**config.mk**
```make
export PLATFORM = sky130hd
export DESIGN_NAME = tex_upload_seq
export DESIGN_NICKNAME = d
export VERILOG_FILES = /design/src/rtl/tex_pkg.sv /design/src/rtl/tex_hdr_decode.sv /design/src/rtl/tex_level_geom.sv /design/src/rtl/tex_tile_walker.sv /design/src/rtl/tex_upload_seq.sv
export SDC_FILE = /design/constraint.sdc
export NUM_CORES = 1
export LEC_CHECK = 0
export BUFFER_PORTS_ARGS = -buffer_cell sky130_fd_sc_hd__clkbuf_2
export CAP_MARGIN = 25
export CORE_ASPECT_RATIO = 0.9
export CORE_UTILIZATION = 60
export CTS_CLUSTER_DIAMETER = 40
export DETAILED_ROUTE_END_ITERATION = 12
export PLACE_DENSITY = 0.81
export SLEW_MARGIN = 0
export SYNTH_ARGS = -nofsm -noshare
export SYNTH_HDL_FRONTEND = slang
export SYNTH_SLANG_ARGS = --single-unit
export TNS_END_PERCENT = 1
```
**constraint.sdc**
```tcl
create_clock -name clk -period 7.7 [get_ports clk]
set_input_delay 0.385 -clock clk [delete_from_list [all_inputs] [get_ports clk]]
set_output_delay 0.385 -clock clk [all_outputs]
set_load 0.005 [all_outputs]
```
**src/rtl/tex_pkg.sv**
```systemverilog
package tex_pkg;

  localparam int HDR_W     = 32;
  localparam int X_LSB     = 0;
  localparam int Y_LSB     = 7;
  localparam int W_LSB     = 14;
  localparam int H_LSB     = 17;
  localparam int PAGE_BIT  = 20;
  localparam int DEPTH_BIT = 23;
  localparam int MODE_LSB  = 24;

  localparam logic [3:0] MODE_BOTH = 4'd0;
  localparam logic [3:0] MODE_BASE = 4'd1;
  localparam logic [3:0] MODE_MIPS = 4'd2;

  typedef struct packed {
    logic [5:0] xf;
    logic [4:0] yf;
    logic       page;
    logic [2:0] wlog;
    logic [2:0] hlog;
    logic       px16;
    logic [3:0] mode;
  } tex_fld_t;

  typedef enum logic [1:0] {
    SQ_IDLE = 2'd0,
    SQ_LOAD = 2'd1,
    SQ_RUN  = 2'd2
  } seq_st_t;

endpackage

```
**src/rtl/tex_hdr_decode.sv**
```systemverilog
module tex_hdr_decode
  import tex_pkg::*;
(
  input  logic [HDR_W-1:0] hdr,
  output tex_fld_t         fld,
  output logic             mode_ok
);

  logic unused_hdr_bits;
  assign unused_hdr_bits = ^{hdr[31:28], hdr[22:21], hdr[13:12], hdr[6]};

  always_comb begin
    fld.xf   = hdr[X_LSB +: 6];
    fld.yf   = hdr[Y_LSB +: 5];
    fld.page = hdr[PAGE_BIT];
    fld.wlog = hdr[W_LSB +: 3];
    fld.hlog = hdr[H_LSB +: 3];
    fld.px16 = hdr[DEPTH_BIT];
    fld.mode = hdr[MODE_LSB +: 4];
  end

  assign mode_ok = (fld.mode == MODE_BOTH) || (fld.mode == MODE_BASE) ||
                   (fld.mode == MODE_MIPS);

endmodule

```
**src/rtl/tex_level_geom.sv**
```systemverilog
module tex_level_geom
  import tex_pkg::*;
#(
  parameter int COORD_W = 13,
  parameter int CNT_W   = 10,
  parameter int LVL_W   = 4
) (
  input  tex_fld_t           fld,
  input  logic [LVL_W-1:0]   lvl,
  output logic [COORD_W-1:0] rx,
  output logic [COORD_W-1:0] ry,
  output logic [CNT_W-1:0]   cols,
  output logic [CNT_W-1:0]   rows,
  output logic               more
);

  localparam logic [COORD_W-1:0] SHEET_W  = COORD_W'(2048);
  localparam logic [COORD_W-1:0] HALF_W   = COORD_W'(1024);
  localparam logic [COORD_W-1:0] ROW_SPAN = COORD_W'(1024);
  localparam logic [COORD_W-1:0] HALF_R   = COORD_W'(512);
  localparam logic [CNT_W-1:0]   TILES32  = CNT_W'(4);
  localparam logic [CNT_W-1:0]   ONE      = CNT_W'(1);

  logic [COORD_W-1:0] xpix, ypix, pgoff, xcorner, ycorner;
  logic [LVL_W-1:0]   mip_n;

  assign xpix  = COORD_W'(fld.xf) << 5;
  assign ypix  = COORD_W'(fld.yf) << 5;
  assign pgoff = fld.page ? ROW_SPAN : '0;
  assign mip_n = lvl - LVL_W'(1);

  assign xcorner = SHEET_W - (HALF_W >> mip_n);
  assign ycorner = (mip_n == LVL_W'(10)) ? '0 : (ROW_SPAN - (HALF_R >> mip_n));

  always_comb begin
    if (lvl == '0) begin
      rx = xpix;
      ry = ypix + pgoff;
    end else begin
      rx = xcorner + (xpix >> lvl);
      ry = ycorner + (ypix >> lvl) + pgoff;
    end
  end

  assign cols = (TILES32 << fld.wlog) >> lvl;
  assign rows = (TILES32 << fld.hlog) >> lvl;
  assign more = (cols > ONE) && (rows > ONE);

endmodule

```
**src/rtl/tex_tile_walker.sv**
```systemverilog
module tex_tile_walker #(
  parameter int COORD_W = 13,
  parameter int CNT_W   = 10,
  parameter int SRC_W   = 26
) (
  input  logic               clk,
  input  logic               rst,
  input  logic               load,
  input  logic               clear_src,
  input  logic [COORD_W-1:0] rx,
  input  logic [COORD_W-1:0] ry,
  input  logic [CNT_W-1:0]   cols,
  input  logic [CNT_W-1:0]   rows,
  input  logic               px16,
  input  logic               tile_ready,
  output logic               tile_valid,
  output logic [COORD_W-1:0] tile_x,
  output logic [COORD_W-1:0] tile_y,
  output logic [SRC_W-1:0]   tile_src,
  output logic               fin
);

  localparam logic [CNT_W-1:0]   ONE   = CNT_W'(1);
  localparam logic [COORD_W-1:0] ROW_H = COORD_W'(8);

  logic [CNT_W-1:0]   col_q, row_q, cols_q, rows_q;
  logic [COORD_W-1:0] left_q;
  logic               take, end_col, end_row;

  assign take    = tile_valid && tile_ready;
  assign end_col = (col_q == cols_q - ONE);
  assign end_row = (row_q == rows_q - ONE);
  assign fin     = take && end_col && end_row;

  always_ff @(posedge clk) begin
    if (rst) begin
      tile_valid <= 1'b0;
      col_q      <= '0;
      row_q      <= '0;
      cols_q     <= ONE;
      rows_q     <= ONE;
      left_q     <= '0;
      tile_x     <= '0;
      tile_y     <= '0;
      tile_src   <= '0;
    end else begin
      if (clear_src)
        tile_src <= '0;
      else if (take)
        tile_src <= tile_src + (px16 ? SRC_W'(128) : SRC_W'(64));

      if (load) begin
        tile_valid <= 1'b1;
        col_q      <= '0;
        row_q      <= '0;
        cols_q     <= cols;
        rows_q     <= rows;
        left_q     <= rx;
        tile_x     <= rx;
        tile_y     <= ry;
      end else if (take) begin
        if (end_col && end_row) begin
          tile_valid <= 1'b0;
        end else if (end_col) begin
          col_q  <= '0;
          row_q  <= row_q + ONE;
          tile_x <= left_q;
          tile_y <= tile_y + ROW_H;
        end else begin
          col_q  <= col_q + ONE;
          tile_x <= tile_x + (px16 ? COORD_W'(8) : COORD_W'(4));
        end
      end
    end
  end

  AST_COL_IN_RANGE: assert property (@(posedge clk) disable iff (rst)
    tile_valid |-> (col_q < cols_q) && (row_q < rows_q));

  AST_REQ_HOLD: assert property (@(posedge clk) disable iff (rst)
    (tile_valid && !tile_ready) |=>
      tile_valid && $stable(tile_x) && $stable(tile_y) && $stable(tile_src));

endmodule

```
**src/rtl/tex_upload_seq.sv**
```systemverilog
module tex_upload_seq
  import tex_pkg::*;
#(
  parameter int COORD_W = 13,
  parameter int CNT_W   = 10,
  parameter int SRC_W   = 26,
  parameter int LVL_W   = 4
) (
  input  logic               clk,
  input  logic               rst,
  input  logic               start,
  input  logic [31:0]        hdr,
  output logic               busy,
  output logic               done,
  output logic               tile_valid,
  input  logic               tile_ready,
  output logic [COORD_W-1:0] tile_x,
  output logic [COORD_W-1:0] tile_y,
  output logic [SRC_W-1:0]   tile_src
);

  seq_st_t            state_q;
  tex_fld_t           fld_in, fld_q;
  logic               mode_ok;
  logic [LVL_W-1:0]   lvl_q;
  logic [COORD_W-1:0] rx, ry;
  logic [CNT_W-1:0]   cols, rows;
  logic               more, fin, accept;

  tex_hdr_decode u_dec (
    .hdr     (hdr),
    .fld     (fld_in),
    .mode_ok (mode_ok)
  );

  tex_level_geom #(.COORD_W(COORD_W), .CNT_W(CNT_W), .LVL_W(LVL_W)) u_geom (
    .fld  (fld_q),
    .lvl  (lvl_q),
    .rx   (rx),
    .ry   (ry),
    .cols (cols),
    .rows (rows),
    .more (more)
  );

  assign accept = (state_q == SQ_IDLE) && start && mode_ok;

  tex_tile_walker #(.COORD_W(COORD_W), .CNT_W(CNT_W), .SRC_W(SRC_W)) u_walk (
    .clk        (clk),
    .rst        (rst),
    .load       (state_q == SQ_LOAD),
    .clear_src  (accept),
    .rx         (rx),
    .ry         (ry),
    .cols       (cols),
    .rows       (rows),
    .px16       (fld_q.px16),
    .tile_ready (tile_ready),
    .tile_valid (tile_valid),
    .tile_x     (tile_x),
    .tile_y     (tile_y),
    .tile_src   (tile_src),
    .fin        (fin)
  );

  assign busy = (state_q != SQ_IDLE);

  always_ff @(posedge clk) begin
    if (rst) begin
      state_q <= SQ_IDLE;
      fld_q   <= '0;
      lvl_q   <= '0;
      done    <= 1'b0;
    end else begin
      done <= 1'b0;
      unique case (state_q)
        SQ_IDLE: if (accept) begin
          fld_q   <= fld_in;
          lvl_q   <= (fld_in.mode == MODE_MIPS) ? LVL_W'(1) : '0;
          state_q <= SQ_LOAD;
        end
        SQ_LOAD: state_q <= SQ_RUN;
        SQ_RUN: if (fin) begin
          if ((fld_q.mode != MODE_BASE) && more) begin
            lvl_q   <= lvl_q + LVL_W'(1);
            state_q <= SQ_LOAD;
          end else begin
            state_q <= SQ_IDLE;
            done    <= 1'b1;
          end
        end
        default: state_q <= SQ_IDLE;
      endcase
    end
  end

  AST_DONE_ONE_CYCLE: assert property (@(posedge clk) disable iff (rst)
    done |=> !done);

  AST_DONE_NOT_BUSY: assert property (@(posedge clk) disable iff (rst)
    done |-> !busy);

  AST_IDLE_QUIET: assert property (@(posedge clk) disable iff (rst)
    !busy |-> !tile_valid);

  AST_BAD_MODE: assert property (@(posedge clk) disable iff (rst)
    (!busy && start && (hdr[MODE_LSB +: 4] > 4'd2)) |=> !busy);

  AST_SRC_FROM_ZERO: assert property (@(posedge clk) disable iff (rst)
    $rose(busy) |-> (tile_src == '0));

  AST_LEVEL_LIMIT: assert property (@(posedge clk) disable iff (rst)
    busy |-> (lvl_q <= LVL_W'(9)));

endmodule

```
==> results by group <==
Run status
  • Status: finished clean

GRT
  • Antenna violations before repair: 0
  • GR peak layer: met1
  • Total track usage: a little under a third
  • Vias in the first global route: 7860
  • Met3 usage: 6.178%
  • GRT Residual Overflow: 0
  • M2 GR Usage: 46.10%
  • First-pass GRT wire length: a little under 40000 um
  • Pin count of the biggest net entering global routing: 54
  • GR Util met1: 46.32%

Timing
  • Minimum clock period: slightly below 6 ns
  • Worst-Margin Slew: ~0.9 ns
  • Total Neg Setup Slack: 0 ns
  • Period utilization: between 70% and 80%
  • Fin Hold WS: roughly 0.18 ns
  • Setup Skew: between 0.007 and 0.008 ns
  • Fmax: 0.1681 GHz
  • Final Hold Vio Count: 0
  • Final Max Tran Viols: 0
  • RSZ-0062 raised after global routing: no
  • Final setup vio count: 0
  • Rel. slew slack: a little under two fifths

Min path
  • Hold EP: fld_q[13]$_SDFFE_PP0P_
  • Hold Crit Class: in2reg
  • Worst hold path cell count: 3
  • Hold path start: hdr[8]

Yosys
  • Post-synth top flop: dfxtp_1
  • Part of the Yosys area used for sequential elements: between 20% and 30%
  • Post-synth EDFFs: 0
  • Ys Warns: 0
  • Cells after Synth: around 1200
  • Netlist cell types: 89
  • Mapped cell area: 0.009049 mm^2
  • Flops & latches, synth: 130
  • Ys async rst share: 0%
  • Avg Cell Area, Syn: 7.741 um^2

CTS
  • Htree depth: 4
  • Hold Buf Count CTS: 0
  • Root buffer selected by CTS: clkbuf_16
  • Later-pin clock latency in the skew report: 0.42 ns
  • CTS buffer count: 17
  • CTS tree: done
  • Post-CTS Setup Repair Bufs: 0
  • Clock Path Buffers: 2
  • Clock-pin slew on the worst setup and hold paths: ~0.06 ns
  • Post-cts resize count: 0
  • Clk sinks: 130

Setup path
  • R2R Setup Slk: 1.75 ns
  • FF-to-FF Start: lvl_q[0]$_SDFFE_PP0P_
  • RR Endpoint: u_walk.tile_y[10]$_SDFFE_PP0P_
  • CP max FO: 34
  • WS Path Type: reg2reg
  • CP required: around 8 ns
  • Crit path DAT: about 6.3 ns
  • Startpoint types: register
  • FF-to-FF path depth: 19
  • Critical path startpoint: lvl_q[0]$_SDFFE_PP0P_
  • CP endpoint kind: register

Cells and area
  • Multi-input gate area: 0.006011 mm^2
  • Share of post-route cells with drive strength above 1: around an eighth
  • Antenna diodes: 0
  • # fillers: roughly 1300
  • Synthesis-to-finish area growth: 10.48%
  • FF/Latch Area: about 0.0026 mm^2
  • Final net count: about 1300

Die
  • Die X: approximately 130 um
  • Initial core utilization: 61.50%
  • Die Ht: about 120 um
  • Floorplan Core Area: approximately 0.015 mm^2
  • Row cnt: 42
  • Die area: between 0.015 and 0.02 mm^2
  • Top-level I/O count: 91

Pwr
  • VDD IR max: 0.0001753 V
  • PwrDens: between 150 and 200 mW/mm^2
  • Pleak: ~4.0 nW

Drt
  • First DRT Iteration DRCs: roughly 1000
  • Routed length per instance: approximately 17 um
  • DRC errors left: 0
  • First-pass DRT Iterations: 6
  • Final wirelength: 23950 um
  • ANT nets after route: 0
  • Vias post-DR: a little under 9000
  • Vias/cell: just over 6

Placement
  • Port Buffer Count: 75
  • Hpwl dp: between 15000 and 20000 um
  • Gp weighted congestion: 0.9320

Flow run
  • Max-cap viol count: 0
[flip-flops by register name, summed over array words and instances, names as in the netlist, 2 cells and up]
name	flops
fld_q	23
u_walk.tile_src	20
u_walk.left_q	13
u_walk.tile_x	13
u_walk.tile_y	13
u_walk.col_q	10
u_walk.cols_q	10
u_walk.row_q	10
u_walk.rows_q	10
lvl_q	4
state_q	2
[where the power goes]
group	switching, W	internal (W)	total, W
Combinational	0.000107	0.0000651	0.000172
Sequential	0.0000144	0.000682	0.000697
Clock	0.000304	0.000481	0.000785
Total	0.000426	0.00123	0.00165
[Yosys cell counts, types with 17 or more instances]
cell type	number	area share [%]
a211oi_1	17	1.4
a21oi_1	101	5.6
clkbuf_1	45	1.9
dfxtp_1	130	29
ha_1	58	8.0
inv_1	33	1.4
nand2_1	140	5.8
nand2b_1	19	1.3
nand3_1	46	2.5
nand4_1	32	2.2
nor2_1	144	6.0
nor3_1	27	1.5
o21ai_0	36	2.0
xnor2_1	39	3.8
xor2_1	46	4.5
[routing by layer]
metal / vias up / part of all wire, %
met4: 0 / 0.76
met5: - / 0
met3: 18 / 9.1
li1: 4228 / -
met1: 4018 / 48
met2: 400 / 43
[kinds of logic after synthesis]
family	Yosys count	synth area share, %
muxes	17	1.977
xor gates and xnor gates	85	8.227
and+or+nand+nor	496	26.66
other	1	0.04144
buffers and inverters	107	5.075
adders and majority gates	62	8.905
DFF	130	28.76
AOI/OAI and AO/OA	271	20.35
[layout make-up]
type                    instances  share of cell area [%]
clock buffers                  21                   4.506
clock inverters                10                   1.114
inverters                      35                   1.314
multi-input cells             937                   60.13
flip-flops and latches        130                   26.03
well taps                     198                   2.478
repair buffers                 84                   4.431
[critical path: stages, from the launching register on]
cell	delay, ns
dfxtp_1	0.30
buf_4	0.33
clkinv_1	0.37
ha_1	0.36
xnor2_1	0.74
nand3_1	0.39
ha_1	0.33
xnor2_1	0.17
nor2_1	0.08
ha_1	0.33
ha_1	0.29
a21o_1	0.18
a21oi_1	0.21
o21ai_0	0.15
or4_1	0.44
a31o_2	0.26
a21oi_1	0.23
xor2_1	0.10
a2111oi_0	0.44
o21bai_1	0.17
[cells in the final DEF (no fill, tap or decap), types with 7 or more instances in the layout]
cell	instances
a21o_1	9
a221oi_1	8
a211oi_1	17
and3_1	12
buf_4	9
dfxtp_1	130
a21oi_1	101
nor2b_1	15
and2_1	13
nand2b_1	19
nand3_1	46
xor2_1	46
nor2_1	143
mux2_2	7
xnor2_1	39
nand4_1	32
o21ai_0	36
inv_1	33
clkbuf_2	74
a22oi_1	7
ha_1	58
nor3_1	27
o21a_1	7
nand2_1	139
a31oi_1	12
clkbuf_16	17
or3_1	9
mux2i_1	10
[worst max-delay path by stage]
stage	slack [ns]	end
4_1_cts	1.84	u_walk.tile_y[10]$_SDFFE_PP0P_
6_report	1.75	u_walk.tile_y[10]$_SDFFE_PP0P_
2_1_floorplan	2.92	u_walk.tile_y[10]$_SDFFE_PP0P_
3_3_place_gp	1.99	u_walk.tile_y[10]$_SDFFE_PP0P_
5_1_grt	1.38	u_walk.tile_y[10]$_SDFFE_PP0P_
3_5_place_dp	1.89	u_walk.tile_y[10]$_SDFFE_PP0P_
[metrics by stage]
stage          utilization [%]  std cells  total power [W]  instance area [um^2]  setup WS, ns
3_3_place_gp             64.12       1384        0.0008749                  9435         1.994
2_1_floorplan                -       1174        0.0008391                  9067         2.923
5_1_grt                  67.94       1415         0.001705                  9997         1.376
4_1_cts                  67.94       1415         0.001655                  9997         1.845
3_5_place_dp             64.12       1384        0.0008777                  9435         1.889
6_report                 67.94       1415         0.001654                  9997         1.750
No activity file was read; power rests on OpenSTA's default activity.
